## src/rtl/plc_pkg.sv

```systemverilog
package plc_pkg;

  typedef enum logic {
    ST_ACTIVE = 1'b0,
    ST_DONE   = 1'b1
  } plc_state_e;

  // Default message contents; address 0 (the first bit shifted) is kept at 0.
  localparam logic [255:0] PLC_DEFAULT_MSG = {
    64'hA5C3_19F0_7E2D_4B86,
    64'h3D91_C07A_E254_6F1B,
    64'h58E2_0BD7_94A6_31CF,
    64'h0F7C_D3A1_6B28_E594
  };

endpackage

```

## src/rtl/plc_lfsr.sv

```systemverilog
module plc_lfsr #(
  parameter int          W    = 8,
  parameter logic [W-1:0] POLY = 8'h1D
) (
  input  logic         clk,
  input  logic         rst,
  input  logic         en,
  input  logic         din,
  output logic [W-1:0] state
);

  // One Galois step: shift left, serial bit enters at the bottom,
  // the outgoing top bit folds the tap pattern back in.
  function automatic logic [W-1:0] galois_step(input logic [W-1:0] s, input logic b);
    logic [W-1:0] shifted;
    shifted = {s[W-2:0], b};
    return s[W-1] ? (shifted ^ POLY) : shifted;
  endfunction

  logic [W-1:0] nxt;
  assign nxt = galois_step(state, din);

  always_ff @(posedge clk) begin
    if (rst)     state <= '0;
    else if (en) state <= nxt;
  end

  p_hold_r6: assert property (@(posedge clk) disable iff (rst)
    !en |=> $stable(state));

  p_clear_r1: assert property (@(posedge clk)
    rst |=> state == '0);

endmodule

```

## src/rtl/plc_counter.sv

```systemverilog
module plc_counter #(
  parameter int W = 8
) (
  input  logic         clk,
  input  logic         rst,
  input  logic         en,
  output logic [W-1:0] count,
  output logic         tc
);

  localparam logic [W-1:0] LAST = {W{1'b1}};

  assign tc = (count == LAST);

  always_ff @(posedge clk) begin
    if (rst)     count <= '0;
    else if (en) count <= count + W'(1);
  end

  p_inc_r3: assert property (@(posedge clk) disable iff (rst)
    en |=> count == $past(count) + W'(1));

  p_hold_r3: assert property (@(posedge clk) disable iff (rst)
    !en |=> $stable(count));

  p_clear_r1: assert property (@(posedge clk)
    rst |=> count == '0);

endmodule

```

## src/rtl/plc_source.sv

```systemverilog
module plc_source #(
  parameter int                 W     = 8,
  parameter int                 DEPTH = 1 << W,
  parameter logic [DEPTH-1:0]   MSG   = '0
) (
  input  logic         clk,
  input  logic         rst,
  input  logic [W-1:0] addr,
  input  logic         check_mode,
  input  logic [W-1:0] sw,
  output logic         bit_o
);

  localparam int          LW       = $clog2(W);
  localparam int          PAR_BASE = DEPTH - W;
  localparam logic [W-1:0] PB       = W'(PAR_BASE);

  logic         in_parity;
  logic [W-1:0] rev_addr;
  logic         store_bit;
  logic         sw_bit;
  logic         impulse_bit;

  // Position counted back from the last address selects the switch bit.
  assign rev_addr    = ~addr;
  assign in_parity   = (addr >= PB);
  assign store_bit   = MSG[addr];
  assign sw_bit      = sw[rev_addr[LW-1:0]];
  assign impulse_bit = (addr == '0);

  always_comb begin
    if (check_mode) bit_o = in_parity ? sw_bit : store_bit;
    else            bit_o = impulse_bit;
  end

  p_impulse_r5: assert property (@(posedge clk) disable iff (rst)
    (!check_mode && addr != '0) |-> !bit_o);

  p_override_r4: assert property (@(posedge clk) disable iff (rst)
    (check_mode && addr == {W{1'b1}}) |-> bit_o == sw[0]);

endmodule

```

## src/rtl/plc_control.sv

```systemverilog
module plc_control
  import plc_pkg::*;
(
  input  logic clk,
  input  logic rst,
  input  logic check_mode,
  input  logic tc,
  input  logic match,
  output logic lfsr_en,
  output logic cnt_en,
  output logic done
);

  plc_state_e st;
  logic       active;
  logic       hit;
  logic       stop;

  assign active = (st == ST_ACTIVE);
  // Locate mode: an equal register must not shift any further.
  assign hit    = !check_mode && match;
  assign stop   = active && (tc || hit);

  assign lfsr_en = active && !hit;
  assign cnt_en  = active && !stop;
  assign done    = (st == ST_DONE);

  always_ff @(posedge clk) begin
    if (rst)       st <= ST_ACTIVE;
    else if (stop) st <= ST_DONE;
  end

  p_done_sticky_r6: assert property (@(posedge clk) disable iff (rst)
    done |=> done);

  p_frozen_r6: assert property (@(posedge clk) disable iff (rst)
    done |-> (!lfsr_en && !cnt_en));

  p_tc_stop_r4: assert property (@(posedge clk) disable iff (rst)
    (active && check_mode && tc) |=> done);

  p_match_stop_r5: assert property (@(posedge clk) disable iff (rst)
    (active && hit) |=> done);

  p_reset_active_r1: assert property (@(posedge clk)
    rst |=> !done);

endmodule

```

## src/rtl/parity_locator.sv

```systemverilog
module parity_locator #(
  parameter int                        W     = 8,
  parameter logic [W-1:0]              POLY  = 8'h1D,
  parameter logic [(1 << W)-1:0]       MSG   = plc_pkg::PLC_DEFAULT_MSG
) (
  input  logic         clk,
  input  logic         rst,
  input  logic         mode_check,
  input  logic [W-1:0] sw,
  output logic [W-1:0] lfsr_q,
  output logic [W-1:0] count_q,
  output logic         done
);

  localparam int DEPTH = 1 << W;

  logic         tc;
  logic         match;
  logic         lfsr_en;
  logic         cnt_en;
  logic         serial_bit;

  assign match = (lfsr_q == sw);

  plc_counter #(.W(W)) u_cnt (
    .clk   (clk),
    .rst   (rst),
    .en    (cnt_en),
    .count (count_q),
    .tc    (tc)
  );

  plc_source #(.W(W), .DEPTH(DEPTH), .MSG(MSG)) u_src (
    .clk        (clk),
    .rst        (rst),
    .addr       (count_q),
    .check_mode (mode_check),
    .sw         (sw),
    .bit_o      (serial_bit)
  );

  plc_lfsr #(.W(W), .POLY(POLY)) u_lfsr (
    .clk   (clk),
    .rst   (rst),
    .en    (lfsr_en),
    .din   (serial_bit),
    .state (lfsr_q)
  );

  plc_control u_ctl (
    .clk        (clk),
    .rst        (rst),
    .check_mode (mode_check),
    .tc         (tc),
    .match      (match),
    .lfsr_en    (lfsr_en),
    .cnt_en     (cnt_en),
    .done       (done)
  );

  p_locate_freeze_r5: assert property (@(posedge clk) disable iff (rst)
    (!done && !mode_check && match) |=> ($stable(lfsr_q) && $stable(count_q)));

endmodule

```

## config.mk

```make
export PLATFORM = sky130hd
export DESIGN_NAME = parity_locator
export DESIGN_NICKNAME = d
export VERILOG_FILES = /design/src/rtl/plc_pkg.sv /design/src/rtl/plc_lfsr.sv /design/src/rtl/plc_counter.sv /design/src/rtl/plc_source.sv /design/src/rtl/plc_control.sv /design/src/rtl/parity_locator.sv
export SDC_FILE = /design/constraint.sdc
export NUM_CORES = 1
export LEC_CHECK = 0
export BUFFER_PORTS_ARGS = -buffer_cell sky130_fd_sc_hd__buf_2
export CORE_ASPECT_RATIO = 0.9
export CORE_MARGIN = 2
export CORE_UTILIZATION = 39
export DETAILED_ROUTE_END_ITERATION = 16
export MAX_ROUTING_LAYER = met4
export SYNTH_ARGS = -nofsm -noshare
export SYNTH_HDL_FRONTEND = slang
export SYNTH_SLANG_ARGS = --single-unit
```

## constraint.sdc

```tcl
create_clock -name clk -period 3.15 [get_ports clk]
set_input_delay 0.315 -clock clk [delete_from_list [all_inputs] [get_ports clk]]
set_output_delay 0.315 -clock clk [all_outputs]
set_load 0.03 [all_outputs]
```

==> results of run 1 <==
==> worst paths after layout <==
path / slack (ns) / end / start / depth (start not counted)
hold / removal: 0.43 / u_ctl.done / rst / 2
setup reg to reg: 0.11 / u_src.store_bit / u_cnt.count[1] / 13
setup / recovery: 0.11 / u_src.store_bit / u_cnt.count[1] / 13
hold reg to reg: 0.50 / u_lfsr.state[0] / u_lfsr.state[0] / 2
==> report_power, final <==
part | internal [mW] | switching [mW] | leakage [nW]
logic | 0.303 | 0.426 | 0.899
registers | 0.250 | 0.0283 | 0.147
clock network | 0.112 | 0.0866 | 0.0288
==> synthesized netlist by cell type (2+ instances only) <==
library cell	instances
a211oi_2	2
and3_1	4
inv_2	5
xnor2_1	13
a22oi_1	2
buf_2	4
a41oi_1	2
nand4_1	6
mux4_2	2
o211a_1	3
nor2b_1	2
o22ai_1	4
ha_1	12
buf_4	6
or3_1	2
inv_1	9
nor3_4	3
mux2i_1	5
o31ai_1	4
o311a_1	2
clkbuf_1	2
nand3_1	12
nor2_1	11
o21ai_0	7
a211oi_1	7
nand2_1	28
and4_4	2
buf_6	7
a21oi_1	9
a21boi_0	2
nor3_1	7
nor4_1	4
dfxtp_1	18
a31oi_1	5
a2111oi_4	2
o211ai_1	6
==> registers in the layout, summed over array words and instances, names as in the netlist <==
signal	flops
u_ctl.done	1
u_lfsr.state	8
u_src.store_bit	1
u_cnt.count	8
==> kinds of logic (layout without fill, tap and decap cells) <==
group	count (synthesis)	in the layout
simple gates	91	91
compound gates	77	77
buf+inv	36	80
flops	18	18
xor+xnor	15	15
fa+ha+maj	12	12
mux	9	9
==> repair_timing <==
item / in CTS / in global routing
endpoints found under the hold margin: 0 / 0
hold buffers: 0 / 0
endpoints found under the setup margin: 0 / 1
resized for setup: 0 / 8
==> layer usage <==
| metal | vias up | global-route usage (%) | routed length, um |
|---|---|---|---|
| met5 | - | - | 0 |
| met1 | 1058 | 31.84 | 3246 |
| met3 | 13 | 4.117 | 552 |
| li1 | 1059 | - | - |
| met2 | 113 | 33.60 | 2856 |
| met4 | 0 | 8.379 | 145 |
==> worst register-to-register path: cells and delay by family, from the launching register on <==
kind	cells	cell delay (ns)
flip-flops	1	0.38
AO/OA/AOI/OAI	4	1.18
adder cells (fa/ha/maj)	2	0.46
AND/OR/NAND/NOR	3	0.32
multiplexers	1	0.08
buffers and inverters	3	0.51
==> final cells by class <==
class                           instances  area share, %
Inverter                               16          2.438
Sequential cell                        18          13.77
Clock buffer                            4          2.103
Timing Repair Buffer                   60          14.63
Multi-Input combinational cell        204          63.86
Tap cell                               67          3.203
==> impl_results.md, run 1 <==
- Largest family of logic cells by synthesized area: compound AO/OA/AOI/OAI gates
- Setup ws final: 0.1106 ns
- Dpl cell area: 2521 um2
- Worst EP required: 3.30 ns
- FP Rows: 25
- Fmax: 329.0 MHz
- DR vias: roughly 2,200
- Post-Synth XOR/XNOR Area: under 10%
- Status: finished, final reports clean
- Synthesized cell area: approximately 2200 um2
- Die W: 83.25 um
- Synth Area in Adders: 6.810%
- # DRC: 0
- Leakage: 1.075 nW
- Commonest non-fill, non-tap cell in the layout: buf_4
- Number of global-route vias before repair: 2,096
- Data arrival, critical path: 3.19 ns
- Clock root buffer: clkbuf_8
- Hold_ws: 0.4340 ns
- Slowest library cell on the worst path: a2111oi_0
- Avg WL per Cell: 18.43 um
- Most frequent cells in the layout: 33 x buf_4, 28 x nand2_1, 27 x buf_2
- Worst-Skew Late Latency: around 0.26 ns
- Core ar.: 5349 um2
- Gate count after technology mapping: between 200 and 300
- I/O pin cnt: 28
- CTS tree: yes
- Fill cell count: ~530
- Mean Syn Cell Area: between 8 and 9 um2
- Post-synth cell types: 73
- 1st-iter DRT viols: 266
- Seq/Total Area, Yosys: 16.35%
- Headroom to the max-slew limit: 69.10%
- Mux cell area share after synthesis: 5.505%
- Final Cell Area: around 2600 um2
- Initial antenna violation count: 0
- Slew at the pin with the worst max-slew slack: between 0.4 and 0.5 ns
- Cell taking the most area after synthesis: dfxtp_1
- VDD IR max: 0.2494 mV
- First-pass GRT wire length: between 10,000 and 15,000 um
- Yosys top cell area share: 16.35%
- FF+latch area: 360.3 um2
- Clk buf depth: 2
- CP top delay family: compound AO/OA/AOI/OAI gates
- Syn-to-layout area delta: 18.73%
- Max Slew Vio Count: 0
- Finished Core Util: about half
- CTS Buf Count: 3
- Synth top area cells: dfxtp_1 16%, ha_1 6.8%, xnor2_1 5.2%, nand2_1 4.8%, buf_6 3.6%
- Postcts setup bufs: 0
- Dpl cells: 365
- Die area: 6271 um2
- Clock transition at path regs: approximately 0.070 ns
- Endpoints failing setup: 0
- IO Port Bufs: 27
- Layout cells sized above 1: about a third
- Antenna diode count: 0
- Post-route insts no fill: 369
- Kind of critical path: flop to flop
- Total Nets Final: 326
- Sum of net half-perimeters after detailed placement: 5242 um
- Routed vias/inst: 6.079
- Compound-Gate Fraction of Synth Area: between 30% and 40%
- Post-route minimum period: between 3 and 4 ns
- Max Cap Viol: 0
- Startpoint types: flop
- Synth Register Bits: 18
- Die height: 75.33 um
- Crit-path max cell delay: slightly below 0.5 ns
- Number of flops mapped to enable cells by yosys: 0
- Largest net degree at the start of global routing: 17
- H-tree depth: 1
- Area occupied by multi-input gates: 1672 um2
- Global Route Usage Sum: a little under a quarter
- Warnings, synthesis: 0
- Async S/R FF share, synth: 0%
- Worst path buffer plus inverter count: 3
- WL final: just under 7000 um
- Syn nets: 281
- Total power: 1.204 mW
- Antenna violation net count after detailed routing: 0
- Hold/Removal Path Class: primary input to flop
- Final hold violations: 0
- Main synth FF type: dfxtp_1
- Simple-gate area share of the yosys netlist: between 20% and 30%
- Post-place setup slack: 0.07858 ns
- Worst setup EP type: flop
- Initial Utilization: 41.22%
- Crit-path max FO: 8
- Drt pass-1 iters: 5
- RSZ-0062 raised after global routing: no
- Final setup skew: 0.002293 ns
- Clock Sinks: 18
- GRT overflow: 0
- Crit share post-route: 96.49%
- Crit-path cells: ha_1 > nand3_1 > nor2_4 > o31ai_1 > nor3_4 > buf_4 > inv_2 > ha_1 > mux2i_1 > a2111oi_0 > buf_4 > o311ai_2 > a2bb2oi_2
- PD cells: approximately 460 nW/um2
- Final estimated routing congestion in global placement: approximately 0.97
- Sum of negative setup slack: 0 ns
No activity file was read; power rests on OpenSTA's default activity.
==> inputs of run 2 (changes only) <==
--- a/config.mk
+++ b/config.mk
@@ -5,6 +5,7 @@
 export SDC_FILE = /design/constraint.sdc
 export NUM_CORES = 1
 export LEC_CHECK = 0
+export ABC_AREA = 1
 export BUFFER_PORTS_ARGS = -buffer_cell sky130_fd_sc_hd__buf_2
 export CORE_ASPECT_RATIO = 0.9
 export CORE_MARGIN = 2
==> run 2 against run 1 <==
Effect of this change: clock power is 4% lower; fmax grew 9.4%; sequential share of layout area grew 3.1 points; non-clock buffer count decreased by 28; core utilization is 4.4 points lower; combinational power shrank 68%; sequential cell count unchanged; worst setup slack better by 0.26 ns; worst hold slack got worse by 0.039 ns; critical endpoint unchanged; largest cell class unchanged.
==> impl_results.md, run 2 <==
- PD cells: 313.7 nW/um2 (-32%)
- Total power: 0.6707 mW (-44%)
- Sum of negative setup slack: 0 ns (unchanged)
- Endpoints failing setup: 0 (unchanged)
- Crit-path max FO: 10 (+2)
- 1st-iter DRT viols: 152 (-43%)
- Hold Buf Count CTS: 0 (unchanged)
- Cell taking the most area after synthesis: dfxtp_1
- Leakage: 1.107 nW (+3.0%)
- Cts repair resizes: 0 (unchanged)
- Headroom to the max-slew limit: 72.51% (+3.4 points)
- Sw Share: 35.90% (-9.0 points)
- Clock root buffer: clkbuf_8
- R2R setup slack: 0.37 ns (+0.26 ns)
- Hold_ws: 0.3945 ns (-0.03947 ns)
- Final estimated routing congestion in global placement: 0.9320 (-3.6%)
- Antenna diode count: 0 (unchanged)
- Max Slew Vio Count: 0 (unchanged)
- Fill cell count: 511 (-3.4%)
- Die W: 78.07 um (-6.2%)
- Clock Sinks: 18 (unchanged)
- Clock transition at path regs: 0.07 ns (about the same)
- Post-synth cell types: 36 (-51%)
- Postcts setup bufs: 0 (unchanged)
- Final hold violations: 0 (unchanged)
- Clock share of power: 28.4% (+12 points)
- Antenna violation net count after detailed routing: 0 (unchanged)
- Hold depth: 2 (unchanged)
- Kind of critical path: flop to flop
- Hold/Removal Path Class: primary input to flop
- Synth Register Bits: 18 (unchanged)
- Final setup skew: 0.004593 ns (+0.002300 ns)
- Worst R2R Start: u_cnt.count[1]
- Syn-to-layout area delta: 11.05%
- Synth top area cells: dfxtp_1 19%, nand2_1 16%, nand3_1 14%, ha_1 7.8%, inv_1 7.0%
- Async S/R FF share, synth: 0% (unchanged)
- Core ar.: 4805 um2 (-10%)
- Flop pwr share: 37.0% (+14 points)
- Avg WL per Cell: 13.05 um (-29%)
- Global Route Usage Sum: 19.84% (-3.1 points)
- Status: finished, final reports clean
- Slew at the pin with the worst max-slew slack: 0.4119 ns (-0.03992 ns)
- CTS Buf Count: 3 (unchanged)
- Yosys top cell area share: 18.71% (+2.4 points)
- Initial antenna violation count: 0 (unchanged)
- Gate count after technology mapping: 305 (+18%)
- CTS tree: yes
- Pint: 0.4299 mW (-35%)
- Seq/Total Area, Yosys: 18.71% (+2.4 points)
- Routed vias/inst: 5.156 (-15%)
- Gate power share: 34.6% (-26 points)
- Startpoint types: flop
- Worst setup EP type: flop
- Syn nets: 328 (+17%)
- Sum of net half-perimeters after detailed placement: 3913 um (-25%)
- Max Cap Viol: 0 (unchanged)
- Biggest regs: u_cnt.count x8, u_lfsr.state x8
- DR vias: 2,021 (-9.9%)
- Post-route minimum period: 2.778 ns (-0.2611 ns)
- Die height: 70.66 um (-6.2%)
- # DRC: 0 (unchanged)
- Mean Syn Cell Area: 6.313 um2 (-26%)
- FP Rows: 24 (-4.0%)
- Data arrival, critical path: 2.94 ns (-0.25 ns)
- Worst EP required: 3.31 ns (about the same)
- Commonest non-fill, non-tap cell in the layout: nand2_1
- Clk buf depth: 2 (unchanged)
- Total Nets Final: 351 (+7.7%)
- Switching power: 0.2408 mW (-55%)
- Drt pass-1 iters: 5 (unchanged)
- Number of global-route vias before repair: 1,841 (-12%)
- R2R Path End: u_src.store_bit
- Fmax: 359.9 MHz (+9.4%)
- Hold EP: u_lfsr.state[4]
- GRT overflow: 0 (unchanged)
- First-pass GRT wire length: 8659 um (-21%)
- Worst-Skew Late Latency: 0.26 ns (about the same)
- Die area: 5516 um2 (-12%)
- Hold_sp: rst
- Largest net degree at the start of global routing: 25 (+8)
- Warnings, synthesis: 0 (unchanged)
- I/O pin cnt: 28 (unchanged)
- Crit share post-route: 88.20% (-8.3 points)
- IO Port Bufs: 27 (unchanged)
- Count leader, synth: nand2_1
- Synthesized cell area: 1926 um2 (-13%)
- VDD IR max: 0.1403 mV (-44%)
- Number of flops mapped to enable cells by yosys: 0 (unchanged)
- R2R cell count: 19 (+6)
- H-tree depth: 1 (unchanged)
- Most frequent cells in the layout: 79 x nand2_1, 55 x nand3_1, 36 x inv_1
- WL final: 5115 um (-25%)
- Layout cells sized above 1: 19.27% (-15 points)
- Main synth FF type: dfxtp_1
- RSZ-0062 raised after global routing: no
- Top cells by count, synth: 80 x nand2_1, 55 x nand3_1, 36 x inv_1, 18 x dfxtp_1, 15 x a21oi_1
- Initial Utilization: 40.08% (-1.1 points)
## run 2: area by class of cell
class                      count  area, um2  share of cell area (%)
timing repair buffer          32      172.7                   8.075
sequential                    18      361.6                   16.91
multi-input combinational    230       1303                   60.91
clock buffer                   4      55.05                   2.575
inverter                      43      165.2                   7.724
tap                           65      81.33                   3.803
## run 2: critical path: stages (launching register included)
cell and delay, ns:
dfxtp_1 0.34, ha_1 0.28, nand3_2 0.15, nor3_2 0.18, inv_2 0.13, nand3_2 0.20, nand2_1 0.07, nand2_1 0.13
nand2_2 0.15, inv_1 0.17, ha_1 0.20, inv_1 0.06, nand3_1 0.11, nand3_1 0.10, a21oi_1 0.13, nand2_1 0.06
nand3_1 0.08, nand2_1 0.06, nand2_1 0.05, nand2_1 0.04
## run 2: through the flow
stage | setup WS [ns] | area [um2] | util (%) | cells
after detailed placement | 0.2232 | 2079 | 43.28 | 388
final | 0.3717 | 2138 | 44.51 | 392
after CTS | 0.2152 | 2135 | 44.43 | 392
after global placement | 0.2412 | 2079 | 43.28 | 388
after global routing | 0.1025 | 2138 | 44.51 | 392
after floorplan | 0.2705 | 1926 | - | 305
## run 2: power groups by stage
stage / combinational (mW) / clock, mW / sequential [mW]
after floorplan: 0.161 / 0 / 0.264
after detailed placement: 0.229 / 0 / 0.253
after CTS: 0.230 / 0.198 / 0.248
final: 0.232 / 0.191 / 0.248
after global routing: 0.265 / 0.209 / 0.249
after global placement: 0.232 / 0 / 0.253
## run 2: metal layers
layer | up-vias | wire length (um) | global-route usage (%) | part of all wire (%)
met5 | - | 0 | - | 0
met4 | 0 | 40 | 3.899 | 0.78
met3 | 4 | 279 | 3.444 | 5.5
met2 | 66 | 2195 | 29.60 | 43
met1 | 909 | 2599 | 28.29 | 51
li1 | 1042 | - | - | -
## run 2: logic make-up (layout without fill, tap and decap cells)
logic type | after synthesis | in the layout | synth area share (%)
AO/OA/AOI/OAI | 31 | 31 | 8.642
XOR/XNOR | 9 | 9 | 4.094
adder cells (fa/ha/maj) | 12 | 12 | 7.797
buffers and inverters | 57 | 79 | 13.77
flip-flops | 18 | 18 | 18.71
AND/OR/NAND/NOR | 178 | 178 | 46.98
## run 2: worst max-delay path by stage
stage | startpoint | to | depth (start not counted)
2_1_floorplan | u_cnt.count[1] | u_src.store_bit | 20
3_3_place_gp | u_lfsr.state[7] | u_src.store_bit | 20
3_5_place_dp | u_lfsr.state[7] | u_src.store_bit | 19
4_1_cts | u_lfsr.state[7] | u_src.store_bit | 20
5_1_grt | u_cnt.count[1] | u_src.store_bit | 20
6_report | u_cnt.count[1] | u_src.store_bit | 19
==> inputs of run 3 (changes only) <==
--- a/config.mk
+++ b/config.mk
@@ -9,9 +9,10 @@
 export BUFFER_PORTS_ARGS = -buffer_cell sky130_fd_sc_hd__buf_2
 export CORE_ASPECT_RATIO = 0.9
 export CORE_MARGIN = 2
-export CORE_UTILIZATION = 39
+export CORE_UTILIZATION = 52
 export DETAILED_ROUTE_END_ITERATION = 16
 export MAX_ROUTING_LAYER = met4
+export PLACE_DENSITY = 0.77
 export SYNTH_ARGS = -nofsm -noshare
 export SYNTH_HDL_FRONTEND = slang
 export SYNTH_SLANG_ARGS = --single-unit
==> run 3 against run 2 <==
Effect of this change: cell count is 5.4% lower; count of clock-buffer cells in the layout stayed put; sequential power hardly changed; clock skew is 0.0018 ns higher; global-route usage is 6.0 points higher; power is 0.43% higher; sequential share of layout area is 0.10 points higher; worst setup slack worse by 0.065 ns; register-to-register slack worse by 0.07 ns.
==> impl_results.md, run 3 (synthesis gave the netlist of run 2 again) <==
- Antenna diode count: 0 (unchanged)
- Final estimated routing congestion in global placement: 0.9756 (+4.7%)
- Clock transition at path regs: 0.07 ns (about the same)
- Syn-to-layout area delta: 10.01%
- Max Slew Vio Count: 0 (unchanged)
- Final Cell Area: 2118 um2 (-0.94%)
- Startpoint types: flop
- Kind of critical path: flop to flop
- Sum of net half-perimeters after detailed placement: 3797 um (-3.0%)
- Largest net degree at the start of global routing: 20 (-20%)
- Slew at the pin with the worst max-slew slack: 0.4456 ns (+0.03371 ns)
- Final setup skew: 0.006395 ns (+0.001802 ns)
- Avg WL per Cell: 13.19 um (+1.1%)
- Final hold violations: 0 (unchanged)
- R2R cell count: 21 (+2)
- Worst setup EP type: flop
- Clk buf depth: 2 (unchanged)
- Worst R2R Start: u_lfsr.state[7]
- Hold/Removal Path Class: primary input to flop
- Flop pwr share: 36.7% (-0.3 points)
- Hold depth: 2 (unchanged)
- PD cells: 318.0 nW/um2 (+1.4%)
- Post-route minimum period: 2.844 ns (+0.06539 ns)
- Hold Buf Count CTS: 0 (unchanged)
- CTS tree: yes
- Gate power share: 34.7% (about the same)
- Crit-path max FO: 11 (+1)
- H-tree depth: 1 (unchanged)
- FP Rows: 20 (-17%)
- Status: finished, final reports clean
- IO Port Bufs: 27 (unchanged)
- Worst EP required: 3.30 ns (about the same)
- Crit-path max cell delay: 0.45 ns (+0.11 ns)
- Drt pass-1 iters: 6 (+1)
- Die height: 61.73 um (-13%)
- Clock share of power: 28.5% (about the same)
- First-pass GRT wire length: 7941 um (-8.3%)
- Dpl cell area: 2053 um2 (-1.3%)
- Crit-path cells: inv_2 > a21oi_2 > nand3_1 > nor2_2 > nand2_2 > nand3_4 > nand2_1 > nand2_1 > nand2_1 > inv_1 > ha_1 > nand3_1 > nand2_1 > nand2_1 > nand3_1 > nand3_1 > nand2_1 > nand2_1 > nand2_1 > nand2_1 > nand2_1
- DR vias: 2,047 (+1.3%)
- RSZ-0062 raised after global routing: no
- Post-place setup slack: 0.2827 ns (+0.05956 ns)
- Biggest regs: u_cnt.count x8, u_lfsr.state x8
- VDD IR max: 0.2495 mV (+78%)
- Clock Sinks: 18 (unchanged)
- Crit share post-route: 90.28% (+2.1 points)
- Die W: 68.15 um (-13%)
- Endpoints failing setup: 0 (unchanged)
- Leakage: 1.108 nW (about the same)
- WL final: 4894 um (-4.3%)
- Headroom to the max-slew limit: 70.23% (-2.3 points)
- Global Route Usage Sum: 25.81% (+6.0 points)
- Hold_sp: rst
- Die area: 4207 um2 (-24%)
- Initial antenna violation count: 0 (unchanged)
- CP top delay family: simple AND/OR/NAND/NOR gates
- I/O pin cnt: 28 (unchanged)
- Pint: 0.4301 mW (about the same)
- Routed vias/inst: 5.518 (+7.0%)
- Hold EP: u_lfsr.state[4]
- R2R Path End: u_src.store_bit
- Antenna violation net count after detailed routing: 0 (unchanged)
- Slowest library cell on the worst path: dfxtp_1
- GRT overflow: 0 (unchanged)
- Total Nets Final: 351 (unchanged)
- Data arrival, critical path: 3.00 ns (+0.06 ns)
- Most frequent cells in the layout: 79 x nand2_1, 55 x nand3_1, 36 x inv_1
- Max Cap Viol: 0 (unchanged)
- Sum of negative setup slack: 0 ns (unchanged)
- Setup ws final: 0.3063 ns (-0.06539 ns)
- Initial Utilization: 55.76% (+16 points)
- Sw Share: 36.15% (+0.25 points)
- Finished Core Util: 61.34% (+17 points)
- Worst-Skew Late Latency: 0.26 ns (about the same)
- R2R setup slack: 0.31 ns (-0.07 ns)
- Fmax: 351.7 MHz (-2.3%)
- Clock root buffer: clkbuf_8
- Number of global-route vias before repair: 1,652 (-10%)
- CTS Buf Count: 3 (unchanged)
- Layout cells sized above 1: 18.96% (-0.31 points)
- Switching power: 0.2435 mW (+1.1%)
- Worst path buffer plus inverter count: 2 (-1)
- Core ar.: 3453 um2 (-28%)
- # DRC: 0 (unchanged)
- Commonest non-fill, non-tap cell in the layout: nand2_1
- Most frequent CP cell: nand2_1
- 1st-iter DRT viols: 185 (+22%)
==> run 3: changes by cell type in the layout (fill, tap and decap cells not counted) <==
cell and change:
dfxtp_1 +1, nand3_4 +1, dfxtp_2 -1, nand3_2 -1
==> run 3: power groups by stage <==
stage | Sequential, mW | Combinational, mW | Clock [mW]
after floorplan | 0.264 | 0.161 | 0
after global placement | 0.253 | 0.229 | 0
after detailed placement | 0.253 | 0.227 | 0
after CTS | 0.247 | 0.229 | 0.197
after global routing | 0.249 | 0.260 | 0.209
final | 0.248 | 0.234 | 0.192
==> run 3: metal layers <==
layer / GRT usage (%) / routed length (um)
met5: - / 0
met4: 3.143 / 20
met2: 33.98 / 1988
met3: 6.126 / 489
met1: 40.15 / 2396
==> run 3: final cells by class <==
class                      count  area [um2]
tap                           44       55.05
timing repair buffer          32       172.7
clock buffer                   4       55.05
multi-input combinational    230        1310
sequential                    18       360.3
inverter                      43       165.2
fill                         324        1335
==> run 3: timing repair <==
item	CTS	global route
endpoints found under the setup margin	0	1
buffers inserted	0	0
resized for setup	0	2
==> run 3: metrics by stage <==
stage               hold slack (ns)  instances  total power, mW
floorplan                    0.3930        305           0.4253
global placement             0.4830        367           0.4814
detailed placement           0.4886        367           0.4799
CTS                          0.3419        371           0.6737
global route                 0.3435        371           0.7178
finish                       0.3469        371           0.6736
==> run 3: worst max-delay path by stage <==
stage / cells past startpoint / endpoint / start
finish: 21 / u_src.store_bit / u_lfsr.state[7]
floorplan: 20 / u_src.store_bit / u_cnt.count[1]
global route: 20 / u_src.store_bit / u_lfsr.state[7]
CTS: 19 / u_src.store_bit / u_lfsr.state[7]
detailed placement: 19 / u_src.store_bit / u_lfsr.state[7]
global placement: 19 / u_src.store_bit / u_lfsr.state[7]
